==> src/rtl/opm_pkg.sv <==
package opm_pkg;
    localparam int MODE_W = 3;

    typedef enum logic [MODE_W-1:0] {
        M_SPC_SINGLE = 3'd0,
        M_EMU_NARROW = 3'd1,
        M_SPC_TEST   = 3'd2,
        M_EMU_WIDE   = 3'd3,
        M_NRM_SINGLE = 3'd4,
        M_NRM_NARROW = 3'd5,
        M_PERIPH     = 3'd6,
        M_NRM_WIDE   = 3'd7
    } opm_mode_e;

    typedef enum logic [1:0] {
        POL_ANY   = 2'd0,
        POL_ONCE  = 2'd1,
        POL_NEVER = 2'd2
    } opm_pol_e;

    typedef enum logic [1:0] {
        PF_GPIO = 2'd0,
        PF_ADDR = 2'd1,
        PF_MUX  = 2'd2,
        PF_EXT  = 2'd3
    } opm_pfn_e;

    typedef struct packed {
        logic     single;
        logic     expanded;
        logic     wide;
        logic     special;
        logic     emul;
        logic     periph;
        opm_pfn_e port_a;
        opm_pfn_e port_b;
    } opm_flags_t;

    typedef struct packed {
        opm_mode_e mode;
        logic      once_used;
        logic      ignored;
    } opm_state_t;
endpackage

==> src/rtl/opm_decode.sv <==
module opm_decode
    import opm_pkg::*;
(
    input  opm_mode_e  mode_i,
    output opm_flags_t flags_o,
    output opm_pol_e   policy_o
);
    always_comb begin
        flags_o = '0;
        flags_o.port_a = PF_GPIO;
        flags_o.port_b = PF_GPIO;
        policy_o = POL_NEVER;
        unique case (mode_i)
            M_SPC_SINGLE: begin
                flags_o.single  = 1'b1;
                flags_o.special = 1'b1;
                policy_o        = POL_ANY;
            end
            M_SPC_TEST: begin
                flags_o.expanded = 1'b1;
                flags_o.wide     = 1'b1;
                flags_o.special  = 1'b1;
                flags_o.port_a   = PF_MUX;
                flags_o.port_b   = PF_MUX;
                policy_o         = POL_ANY;
            end
            M_NRM_SINGLE: begin
                flags_o.single = 1'b1;
                policy_o       = POL_ONCE;
            end
            M_EMU_NARROW, M_NRM_NARROW: begin
                flags_o.expanded = 1'b1;
                flags_o.emul     = (mode_i == M_EMU_NARROW);
                flags_o.port_a   = PF_ADDR;
                flags_o.port_b   = PF_MUX;
            end
            M_EMU_WIDE, M_NRM_WIDE: begin
                flags_o.expanded = 1'b1;
                flags_o.wide     = 1'b1;
                flags_o.emul     = (mode_i == M_EMU_WIDE);
                flags_o.port_a   = PF_MUX;
                flags_o.port_b   = PF_MUX;
            end
            M_PERIPH: begin
                flags_o.periph = 1'b1;
                flags_o.port_a = PF_EXT;
                flags_o.port_b = PF_EXT;
            end
            default: ;
        endcase
    end

    always_comb begin
        a_class_r2: assert ($onehot({flags_o.single, flags_o.expanded, flags_o.periph}));
    end
endmodule

==> src/rtl/opm_policy.sv <==
module opm_policy
    import opm_pkg::*;
(
    input  opm_pol_e  policy_i,
    input  logic      once_used_i,
    input  opm_mode_e target_i,
    output logic      accept_o
);
    logic target_ok;

    assign target_ok = (target_i == M_NRM_NARROW) || (target_i == M_NRM_WIDE);

    always_comb begin
        unique case (policy_i)
            POL_ANY:  accept_o = 1'b1;
            POL_ONCE: accept_o = !once_used_i && target_ok;
            default:  accept_o = 1'b0;
        endcase
    end
endmodule

==> src/rtl/opmode_ctrl.sv <==
module opmode_ctrl
    import opm_pkg::*;
(
    input  logic       clk,
    input  logic       rst_n,
    input  logic [2:0] strap_i,
    input  logic       wr_en_i,
    input  logic [2:0] wr_mode_i,
    output logic [2:0] mode_o,
    output logic       single_o,
    output logic       expanded_o,
    output logic       wide_o,
    output logic       special_o,
    output logic       emul_o,
    output logic       periph_o,
    output logic [1:0] port_a_fn_o,
    output logic [1:0] port_b_fn_o,
    output logic       wr_ignored_o
);
    opm_state_t st_d, st_q;
    opm_flags_t flags;
    opm_pol_e   policy;
    logic       accept;

    opm_decode u_decode (
        .mode_i  (st_q.mode),
        .flags_o (flags),
        .policy_o(policy)
    );

    opm_policy u_policy (
        .policy_i   (policy),
        .once_used_i(st_q.once_used),
        .target_i   (opm_mode_e'(wr_mode_i)),
        .accept_o   (accept)
    );

    always_comb begin
        st_d         = st_q;
        st_d.ignored = 1'b0;
        if (!rst_n) begin
            st_d.mode      = opm_mode_e'(strap_i);
            st_d.once_used = 1'b0;
        end else if (wr_en_i) begin
            if (accept) begin
                st_d.mode = opm_mode_e'(wr_mode_i);
                if (policy == POL_ONCE) st_d.once_used = 1'b1;
            end else begin
                st_d.ignored = 1'b1;
            end
        end
    end

    always_ff @(posedge clk) begin
        st_q <= st_d;
    end

    assign mode_o       = st_q.mode;
    assign single_o     = flags.single;
    assign expanded_o   = flags.expanded;
    assign wide_o       = flags.wide;
    assign special_o    = flags.special;
    assign emul_o       = flags.emul;
    assign periph_o     = flags.periph;
    assign port_a_fn_o  = flags.port_a;
    assign port_b_fn_o  = flags.port_b;
    assign wr_ignored_o = st_q.ignored;

    p_frozen_r9: assert property (@(posedge clk) disable iff (!rst_n)
        (!mode_o[2] && mode_o[0]) || (mode_o[2] && (mode_o != 3'd4)) |=> $stable(mode_o));

    p_ignored_keeps_mode_r10: assert property (@(posedge clk) disable iff (!rst_n)
        wr_ignored_o |-> $past(wr_en_i) && $stable(mode_o));

    p_once_target_r7: assert property (@(posedge clk) disable iff (!rst_n)
        (mode_o == 3'd4) |=> (mode_o == 3'd4) || (mode_o == 3'd5) || (mode_o == 3'd7));

    p_idle_no_pulse_r10: assert property (@(posedge clk) disable iff (!rst_n)
        !wr_en_i |=> !wr_ignored_o);

    p_special_accepts_r6: assert property (@(posedge clk) disable iff (!rst_n)
        (wr_en_i && special_o) |=> !wr_ignored_o && (mode_o == $past(wr_mode_i)));
endmodule

==> config.mk <==
export PLATFORM = sky130hd
export DESIGN_NAME = opmode_ctrl
export DESIGN_NICKNAME = d
export VERILOG_FILES = /design/src/rtl/opm_pkg.sv /design/src/rtl/opm_decode.sv /design/src/rtl/opm_policy.sv /design/src/rtl/opmode_ctrl.sv
export SDC_FILE = /design/constraint.sdc
export NUM_CORES = 1
export LEC_CHECK = 0
export CAP_MARGIN = 20
export CORE_AREA = 2 2 39 41
export CTS_CLUSTER_SIZE = 14
export DETAILED_ROUTE_END_ITERATION = 7
export DIE_AREA = 0 0 41 43
export PLACE_DENSITY = 0.6
export SYNTH_ARGS = -nofsm -noshare
export SYNTH_HDL_FRONTEND = slang
export SYNTH_SLANG_ARGS = --single-unit
export TNS_END_PERCENT = 20
==> constraint.sdc <==
create_clock -name clk -period 2.1 [get_ports clk]
set_input_delay 0.42 -clock clk [delete_from_list [all_inputs] [get_ports clk]]
set_output_delay 0.42 -clock clk [all_outputs]
set_load 0.01 [all_outputs]
## Yosys cells after proc, flatten, opt, wreduce, memory -nomap -nowiden

Cells that the tools add are included.

| storage, ports and cells | value |
|---|---|
| memories kept | 0 |
| memory bits (read-only) | 0 |
| flip-flop bits (word level) | 5 |
| logic and storage cells | 43 |
| bits in latches | 0 |
| bits in writable memories | 0 |

| operators by class | value |
|---|---|
| eq/ne operators | 12 |
| mux-type cells | 14 |
| shifts and indexed selects | 0 |
| divide/modulo/power cells | 0 |
| add/subtract/negate cells | 0 |
| bitwise operators | 0 |
| $lt $le $gt $ge | 0 |
| reductions and logical operators | 14 |
| multipliers | 0 |

Operator list:

| cell | count |
|---|---|
| == test 3 bit (second input constant) | 6 |
| case mux 4 bit (3 select lines) | 1 |
| 2-to-1 mux 4 bit | 2 |
| OR reduction 2 bit | 4 |
| 2-to-1 mux 1 bit | 7 |
| == test 3 x 2 -> 1 bit (second input constant) | 2 |
| 2-to-1 mux 5 bit | 1 |
| OR reduction 5 bit | 1 |
| != test 2 x 1 -> 1 bit (second input constant) | 2 |
| case mux 1 bit (2 select lines) | 2 |
| case mux 2 bit (2 select lines) | 1 |
| AND reduction 2 bit | 2 |
| == test 3 x 1 -> 1 bit (second input constant) | 1 |
| zero test 3 bit | 1 |
| AND reduction 3 bit | 1 |
| OR reduction 3 bit | 1 |
| == test 2 x 1 -> 1 bit (second input constant) | 1 |
| zero test 2 bit | 1 |
| logical AND 1 bit | 1 |
| zero test 1 bit | 1 |
| logical OR 1 bit | 1 |

## Depth between registers and ports, before layout

Gate-level depths: netlist of the first run.

| depth | value |
|---|---|
| depth after elaboration | 8 |
| mapped depth | 4 |

## By module

From an unflattened synthesis of the first run, not the netlist that was laid out.

| second synthesis, totals | value |
|---|---|
| cells, all modules | 40 |
| area, all modules | 322.8 um2 |

Modules (own cells, without submodules):

| module | instances | seq. area each (um2) | area an instance (um2) | cells each |
|---|---|---|---|---|
| opmode_ctrl | 1 | 130.1 | 236.5 | 23 |
| opm_decode | 1 | 0.0 | 73.8 | 15 |
| opm_policy | 1 | 0.0 | 12.5 | 2 |

## Worst setup path after synthesis of the first run

No wires, ideal clock.

| timing path | value |
|---|---|
| kind | register -> output |
| from | register st_q, in the netlist mode_o[0] |
| to | output port port_a_fn_o[0] |
| path buffers | 1 |
| arrival | 1.014 ns |
| required time | 1.680 ns |
| path slack | 0.666 ns |
| stages on the path, launching flop included | 4 |
| cell sequence | edfxtp_1 buf_4 o21a_1 nor2_1 |

| on the way | value |
|---|---|
| cells in the longest elaborated chain, start to end | 3 |
| elaborated cells on any way between the ends | 9 |

Ends and longest elaborated chain:

| element | line | source |
|---|---|---|
| start: declaration | opmode_ctrl.sv:20 | `opm_state_t st_d, st_q;` |
| start signal: assignment | opmode_ctrl.sv:55 | `st_q <= st_d;` |
| == test 3 x 2 -> 1 bit (tied with other cells) | opm_decode.sv:13 | `unique case (mode_i)` |
| OR reduction 3 bit (no line) or OR reduction 2 bit (tied branches) | -- |  |
| case mux 4 bit (3 select lines) (*) | opm_decode.sv:13 |  |
| end: declaration | opmode_ctrl.sv:16 | `output logic [1:0] port_a_fn_o,` |

Mark *: on every way between the ends. The rest lies on a longest branch, timed or not.

## Worst setup path after layout of the first run

Ends and elaborated chain as after synthesis.

==> impl_metrics.env, run 1 <==
export IMPL_outcome="complete, no violations"
export IMPL_num_vias=325
export IMPL_leakage_nw=0.2286
export IMPL_finalHoldViolations=0
export IMPL_yosys_area_top_type="edfxtp_1"
export IMPL_drtAntennaViolNets=0
export IMPL_cp_num_buf_inv=1
export IMPL_core_mm2=0.001384
export IMPL_cts_resized=0
export IMPL_utilization=0.4358
export IMPL_p_sw_frac=0.2626
export IMPL_synth_edff_count=3
export IMPL_die_w_um=41
export IMPL_root_buffer="clkbuf_4"
export IMPL_tightest_slew_ns=0.2957
export IMPL_ios=23
export IMPL_rsz0062_at_grt="no"
export IMPL_ys_ff_latch=5
export IMPL_pwr_share_comb=0.363
export IMPL_fp_dieH_um=43
export IMPL_met3_length_um=78
export IMPL_syn_area_per_cell_um2=9.678
export IMPL_clk_latency_ns=0.24
export IMPL_gr_usage_all_layers=0.09677
export IMPL_arrival_ns=1.58
export IMPL_max_freq_mhz=500.5
export IMPL_cts_sink_count=5
export IMPL_tns_ns=0
export IMPL_reg2reg_depth=3
export IMPL_holdWs_ns=0.4614
export IMPL_skew_ns=0.0003582
export IMPL_internal_power_uw=267.7
export IMPL_vdd_drop_max_mv=0.2795
export IMPL_clock_power_share=0.300
export IMPL_worst_hold_path_type="reg -> reg"
export IMPL_cts_tree="done"
export IMPL_finalCritPeriodShare=0.9515
export IMPL_switchingPower_uw=95.32
export IMPL_drv_slew=0
export IMPL_met2_length_um=327
export IMPL_gp_congestion=0.6151
export IMPL_n_fill_cell=151
export IMPL_cp_top_family="buffers and inverters"
export IMPL_grt_pass1_vias=248
export IMPL_timing_max_slew_rel_slack=0.8022
export IMPL_critPathRequiredTime_ns=1.68
export IMPL_dr_pass1_iters=4
export IMPL_cp_max_fo=8
export IMPL_htree_levels=1
export IMPL_ys_async_sr_fraction=0
export IMPL_seq_power_share=0.337
export IMPL_p_per_area_mw_per_mm2=601.9
export IMPL_via_per_inst=4.276
export IMPL_dr_max_layer_used="met3"
export IMPL_area_delta_synth_final_pct=83.27
export IMPL_fin_nets=70
export IMPL_dp_hpwl_um=564.7
export IMPL_ys_top_cells_by_area="edfxtp_1 (27%), dfxtp_1 (12%), nand4bb_4 (8.4%)"
export IMPL_yosysSeqAreaShare=0.3954
export IMPL_period_needed_ns=1.998
export IMPL_path_clk_slew_ns=0.04
export IMPL_synth_flop_cell="edfxtp_1"
export IMPL_cts_path_max_buffers=2
export IMPL_yosys_cell_types_count=20
export IMPL_m1WireLength_um=318
export IMPL_gr_total_overflow=0
export IMPL_max_cap_violations=0
export IMPL_finalSetupViolations=0
export IMPL_drt_wirelength_per_cell_um=9.526
export IMPL_drc_errors=0
export IMPL_synth_top_cells_by_count="nor2_1 (4), a31o_1 (3), edfxtp_1 (3)"
export IMPL_worst_slack_ns=0.1019
export IMPL_critPathSlowestCell="clkdlybuf4s50_1"
export IMPL_wirelength_um=724
export IMPL_syn_inst=34
export IMPL_drt_iter0_drc=2
export IMPL_cpPeakStageDelay_ns=0.53
export IMPL_drive_above_1_share=0.1500
export IMPL_antennaDiodeCount=0
export IMPL_port_buffers=22
export IMPL_worstSetupPathType="reg -> out"
export IMPL_finalPower_uw=363.0
export IMPL_numCtsBuffers=3
export IMPL_worstSetupPathDepth=3
export IMPL_pre_cts_slack_ns=0.2234
export IMPL_grt_pass1_wl_um=1062
export IMPL_yosysMostFrequentCell="nor2_1"
export IMPL_antenna_found_initial=0
export IMPL_syn_nets=43
export IMPL_end_kind="primary output"
export IMPL_path_cells="o21a_1 > nor2_1 > clkdlybuf4s50_1"
export IMPL_hold_depth=1
export IMPL_rows=14
export IMPL_start_kind="register"
export IMPL_yosysWarningCount=0
export IMPL_dieArea_mm2=0.001763
export IMPL_grt_max_degree=12
export IMPL_initial_core_util=0.2378
export IMPL_netlist_area_um2=329.1
export IMPL_post_synth_top_area_fraction=0.2738
[cell families after synthesis]
group	after synthesis	synth area share
AO/OA/AOI/OAI	8	0.1939
AND/OR/NAND/NOR	16	0.3422
flip-flops	5	0.3955
buffers and inverters	5	0.06844
[area by class of cell]
type / instances / area, µm² / area share
Clock buffer: 4 / 26.28 / 0.04357
Inverter: 2 / 7.507 / 0.01245
Multi-Input combinational cell: 24 / 176.4 / 0.2925
Sequential cell: 5 / 130.1 / 0.2158
Tap cell: 16 / 20.02 / 0.03320
Timing Repair Buffer: 25 / 242.7 / 0.4025
[per-stage QoR]
stage / cells / cell area, µm²
detailed placement: 70 / 561.8
floorplan: 34 / 329.1
global placement: 70 / 561.8
finish: 76 / 603.1
global route: 76 / 603.1
CTS: 74 / 588.1
[worst paths after layout]
kind / endpoint / start / slack, ns
max: port_a_fn_o[0] / mode_o[0]$_DFFE_PP_ / 0.10
min: st_q[1]$_SDFFE_PN0P_ / st_q[1]$_SDFFE_PN0P_ / 0.46
max reg2reg: mode_o[0]$_DFFE_PP_ / mode_o[1]$_DFFE_PP_ / 0.56
min reg2reg: st_q[1]$_SDFFE_PN0P_ / st_q[1]$_SDFFE_PN0P_ / 0.46
[timing repair]
action / 4_1_cts / 5_1_grt
hold endpoints to repair: 0 / 0
setup buffers: 0 / 2
hold buffers: 0 / 0
setup endpoints to repair: 0 / 1
[cells in the final DEF (no fill, tap or decap), drive strengths merged, types with 3 or more instances in the layout]
master / n
clkdlybuf4s50: 22
nor2: 4
clkbuf: 4
a31o: 3
edfxtp: 3
buf: 3
[power by group through the flow]
stage                     combinational (mW)  clock, mW  sequential (mW)
after floorplan                       0.0521          0            0.126
final                                  0.132      0.109            0.122
after global routing                   0.143      0.123            0.124
after detailed placement               0.126          0            0.125
after CTS                              0.127      0.114            0.124
after global placement                 0.127          0            0.125
[layer usage]
layer,track usage,up-vias
li1,-,174
met1,0.1107,133
met2,0.1281,18
met3,0.03141,0
met4,0.1000,0
met5,0,-
[registers in the layout (all words and copies together), names as in the netlist]
signal	count
mode_o	3
st_q	1
wr_ignored_o	1
Power figures use the tool's default switching activity.
==> run 2: changes to the inputs <==
Settings changed: MAX_ROUTING_LAYER from default to met4, PLACE_DENSITY 0.6 to 0.62.
Clock period 2.1 ns to 1.65 ns, I/O delays scaled along.
==> run 2 against run 1 <==
Net effect:
- the run now ends with negative setup slack left
- sequential cell count unchanged
- non-clock buffer count up 7
- clock skew is 0.0016 ns higher
- utilization is 4.1 points higher
- combinational power rose by 37%
- sequential power increased by 25%
- critical path depth stayed put
- register-to-register slack got worse by 0.50 ns
- clock power up 36%
==> impl_metrics.env, run 2 (synthesized netlist as in run 1, its figures left out) <==
export IMPL_antenna_found_initial=0
export IMPL_finalPower_uw=480.7
export IMPL_skew_ns=0.002001
export IMPL_core_mm2=0.001384
export IMPL_cpPeakStageDelay_ns=0.47
export IMPL_reg2reg_from="mode_o[1]$_DFFE_PP_"
export IMPL_fp_dieH_um=43
export IMPL_critPathSlowestCell="clkdlybuf4s50_1"
export IMPL_max_cap_violations=0
export IMPL_worst_hold_path_type="reg -> reg"
export IMPL_port_buffers=22
export IMPL_clk_latency_ns=0.25
export IMPL_drv_slew=0
export IMPL_num_vias=371
export IMPL_worst_slack_ns=-0.05052
export IMPL_hold_depth=1
export IMPL_r2r_slack_ns=0.06
export IMPL_hold_start="st_q[1]$_SDFFE_PN0P_"
export IMPL_drt_wirelength_per_cell_um=11.13
export IMPL_wirelength_um=924
export IMPL_dp_hpwl_um=686.7
export IMPL_layout_commonest_cell="clkdlybuf4s50_1"
export IMPL_via_per_inst=4.470
export IMPL_ios=23
export IMPL_path_cells="nor2_2 > inv_1 > clkdlybuf4s50_1"
export IMPL_htree_levels=1
export IMPL_grtUsageMet1=0.1299
export IMPL_gr_usage_all_layers=0.1331
export IMPL_numCtsBuffers=3
export IMPL_fin_nets=77
export IMPL_grt_util_met3=0.05236
export IMPL_worstSetupPathType="reg -> out"
export IMPL_die_w_um=41
export IMPL_dieArea_mm2=0.001763
export IMPL_drt_iter0_drc=5
export IMPL_drtAntennaViolNets=0
export IMPL_end_kind="primary output"
export IMPL_tns_ns=-0.05052
export IMPL_layout_common_cells="clkdlybuf4s50_1 (11), buf_4 (9), dlymetal6s2s_1 (5)"
export IMPL_leakage_nw=0.3358
export IMPL_critPathRequiredTime_ns=1.32
export IMPL_rsz0062_at_grt="yes"
export IMPL_area_delta_synth_final_pct=100.4
export IMPL_outcome="finished with violations"
export IMPL_max_freq_mhz=588.1
export IMPL_utilization=0.4765
export IMPL_cts_sink_count=5
export IMPL_gp_congestion=0.7425
export IMPL_period_needed_ns=1.701
export IMPL_p_per_area_mw_per_mm2=729.0
export IMPL_cts_hold_buf=0
export IMPL_grt_use_met2=0.2000
export IMPL_rows=14
export IMPL_antennaDiodeCount=0
export IMPL_min_to="st_q[1]$_SDFFE_PN0P_"
export IMPL_top_usage_layer="met2"
export IMPL_finalSetupViolations=1
export IMPL_largest_reg_flops=3
export IMPL_root_buffer="clkbuf_4"
export IMPL_grt_pass1_vias=366
export IMPL_violations="negative setup slack"
export IMPL_timing_max_slew_rel_slack=0.8726
export IMPL_grt_max_degree=9
export IMPL_grt_pass1_wl_um=1462
export IMPL_arrival_ns=1.37
export IMPL_vdd_drop_max_mv=0.2374
export IMPL_tightest_slew_ns=0.1911
export IMPL_initial_core_util=0.2378
export IMPL_dr_pass1_iters=4
export IMPL_start_kind="register"
export IMPL_drc_errors=0
export IMPL_finalHoldViolations=0
export IMPL_drive_above_1_share=0.3433
export IMPL_finalCritPeriodShare=1.031
export IMPL_cp_max_fo=6
export IMPL_worstReg2RegEnd="mode_o[2]$_DFFE_PP_"
export IMPL_gr_total_overflow=0
export IMPL_cts_path_max_buffers=2
export IMPL_reg2reg_depth=5
export IMPL_cts_tree="done"
export IMPL_path_clk_slew_ns=0.04
run 2: changes by cell type in the layout (fill, tap and decap cells not counted), moves of 2 or more:
cell / change
clkdlybuf4s50_1: -11
buf_4: +6
dlymetal6s2s_1: +5
clkbuf_2: +4
dlygate4sd2_1: +2
run 2: per-stage QoR:
stage | setup slack [ns] | cells | hold WS (ns) | cell area [µm²]
floorplan | 0.2259 | 34 | 0.4416 | 329.1
global placement | -0.002700 | 77 | 0.4510 | 614.3
detailed placement | -0.01582 | 77 | 0.4682 | 614.3
CTS | -0.2164 | 81 | 0.4779 | 633.1
global route | -0.1556 | 83 | 0.4957 | 659.4
finish | -0.05052 | 83 | 0.4904 | 659.4
run 2: cell type report:
class	instances	area [µm²]
Fill cell	148	724.4
Timing Repair Buffer	32	289.0
Multi-Input combinational cell	24	186.4
Sequential cell	5	130.1
Clock buffer	4	26.28
Tap cell	16	20.02
Inverter	2	7.507
run 2: timing repair:
action | 4_1_cts | 5_1_grt
endpoints found under the setup margin | 9 | 10
pin swaps | 0 | 1
gates resized for setup | 7 | 18
buffers inserted | 0 | 2
run 2: routing by layer:
layer / wire length [µm] / part of all wire
met1: 359 / 0.39
met2: 445 / 0.48
met3: 105 / 0.11
met4: 14 / 0.015
met5: 0 / 0
run 2: critical path: cells and delay by family, from the launching register on:
kind,cells,cell delay [ns]
flops,1,0.46
simple gates,1,0.15
buf+inv,2,0.52
run 2: worst max-delay path by stage:
stage	startpoint	slack, ns	to	cells after the start
final	mode_o[1]$_DFFE_PP_	-0.05	port_b_fn_o[1]	3
after global routing	mode_o[1]$_DFFE_PP_	-0.16	port_b_fn_o[1]	3
after CTS	mode_o[0]$_DFFE_PP_	-0.22	port_b_fn_o[0]	2
after detailed placement	wr_mode_i[2]	-0.02	mode_o[2]$_DFFE_PP_	4
after global placement	wr_mode_i[0]	-0.003	mode_o[0]$_DFFE_PP_	4
after floorplan	mode_o[1]$_DFFE_PP_	0.23	mode_o[0]$_DFFE_PP_	3
run 2: where the power goes:
part           internal [mW]  switching, mW  leakage (nW)  total (mW)
Combinational          0.108         0.0732         0.273       0.181
Clock                 0.0918         0.0558        0.0150       0.148
Sequential             0.144        0.00802        0.0474       0.152
Total                  0.344          0.137         0.336       0.481
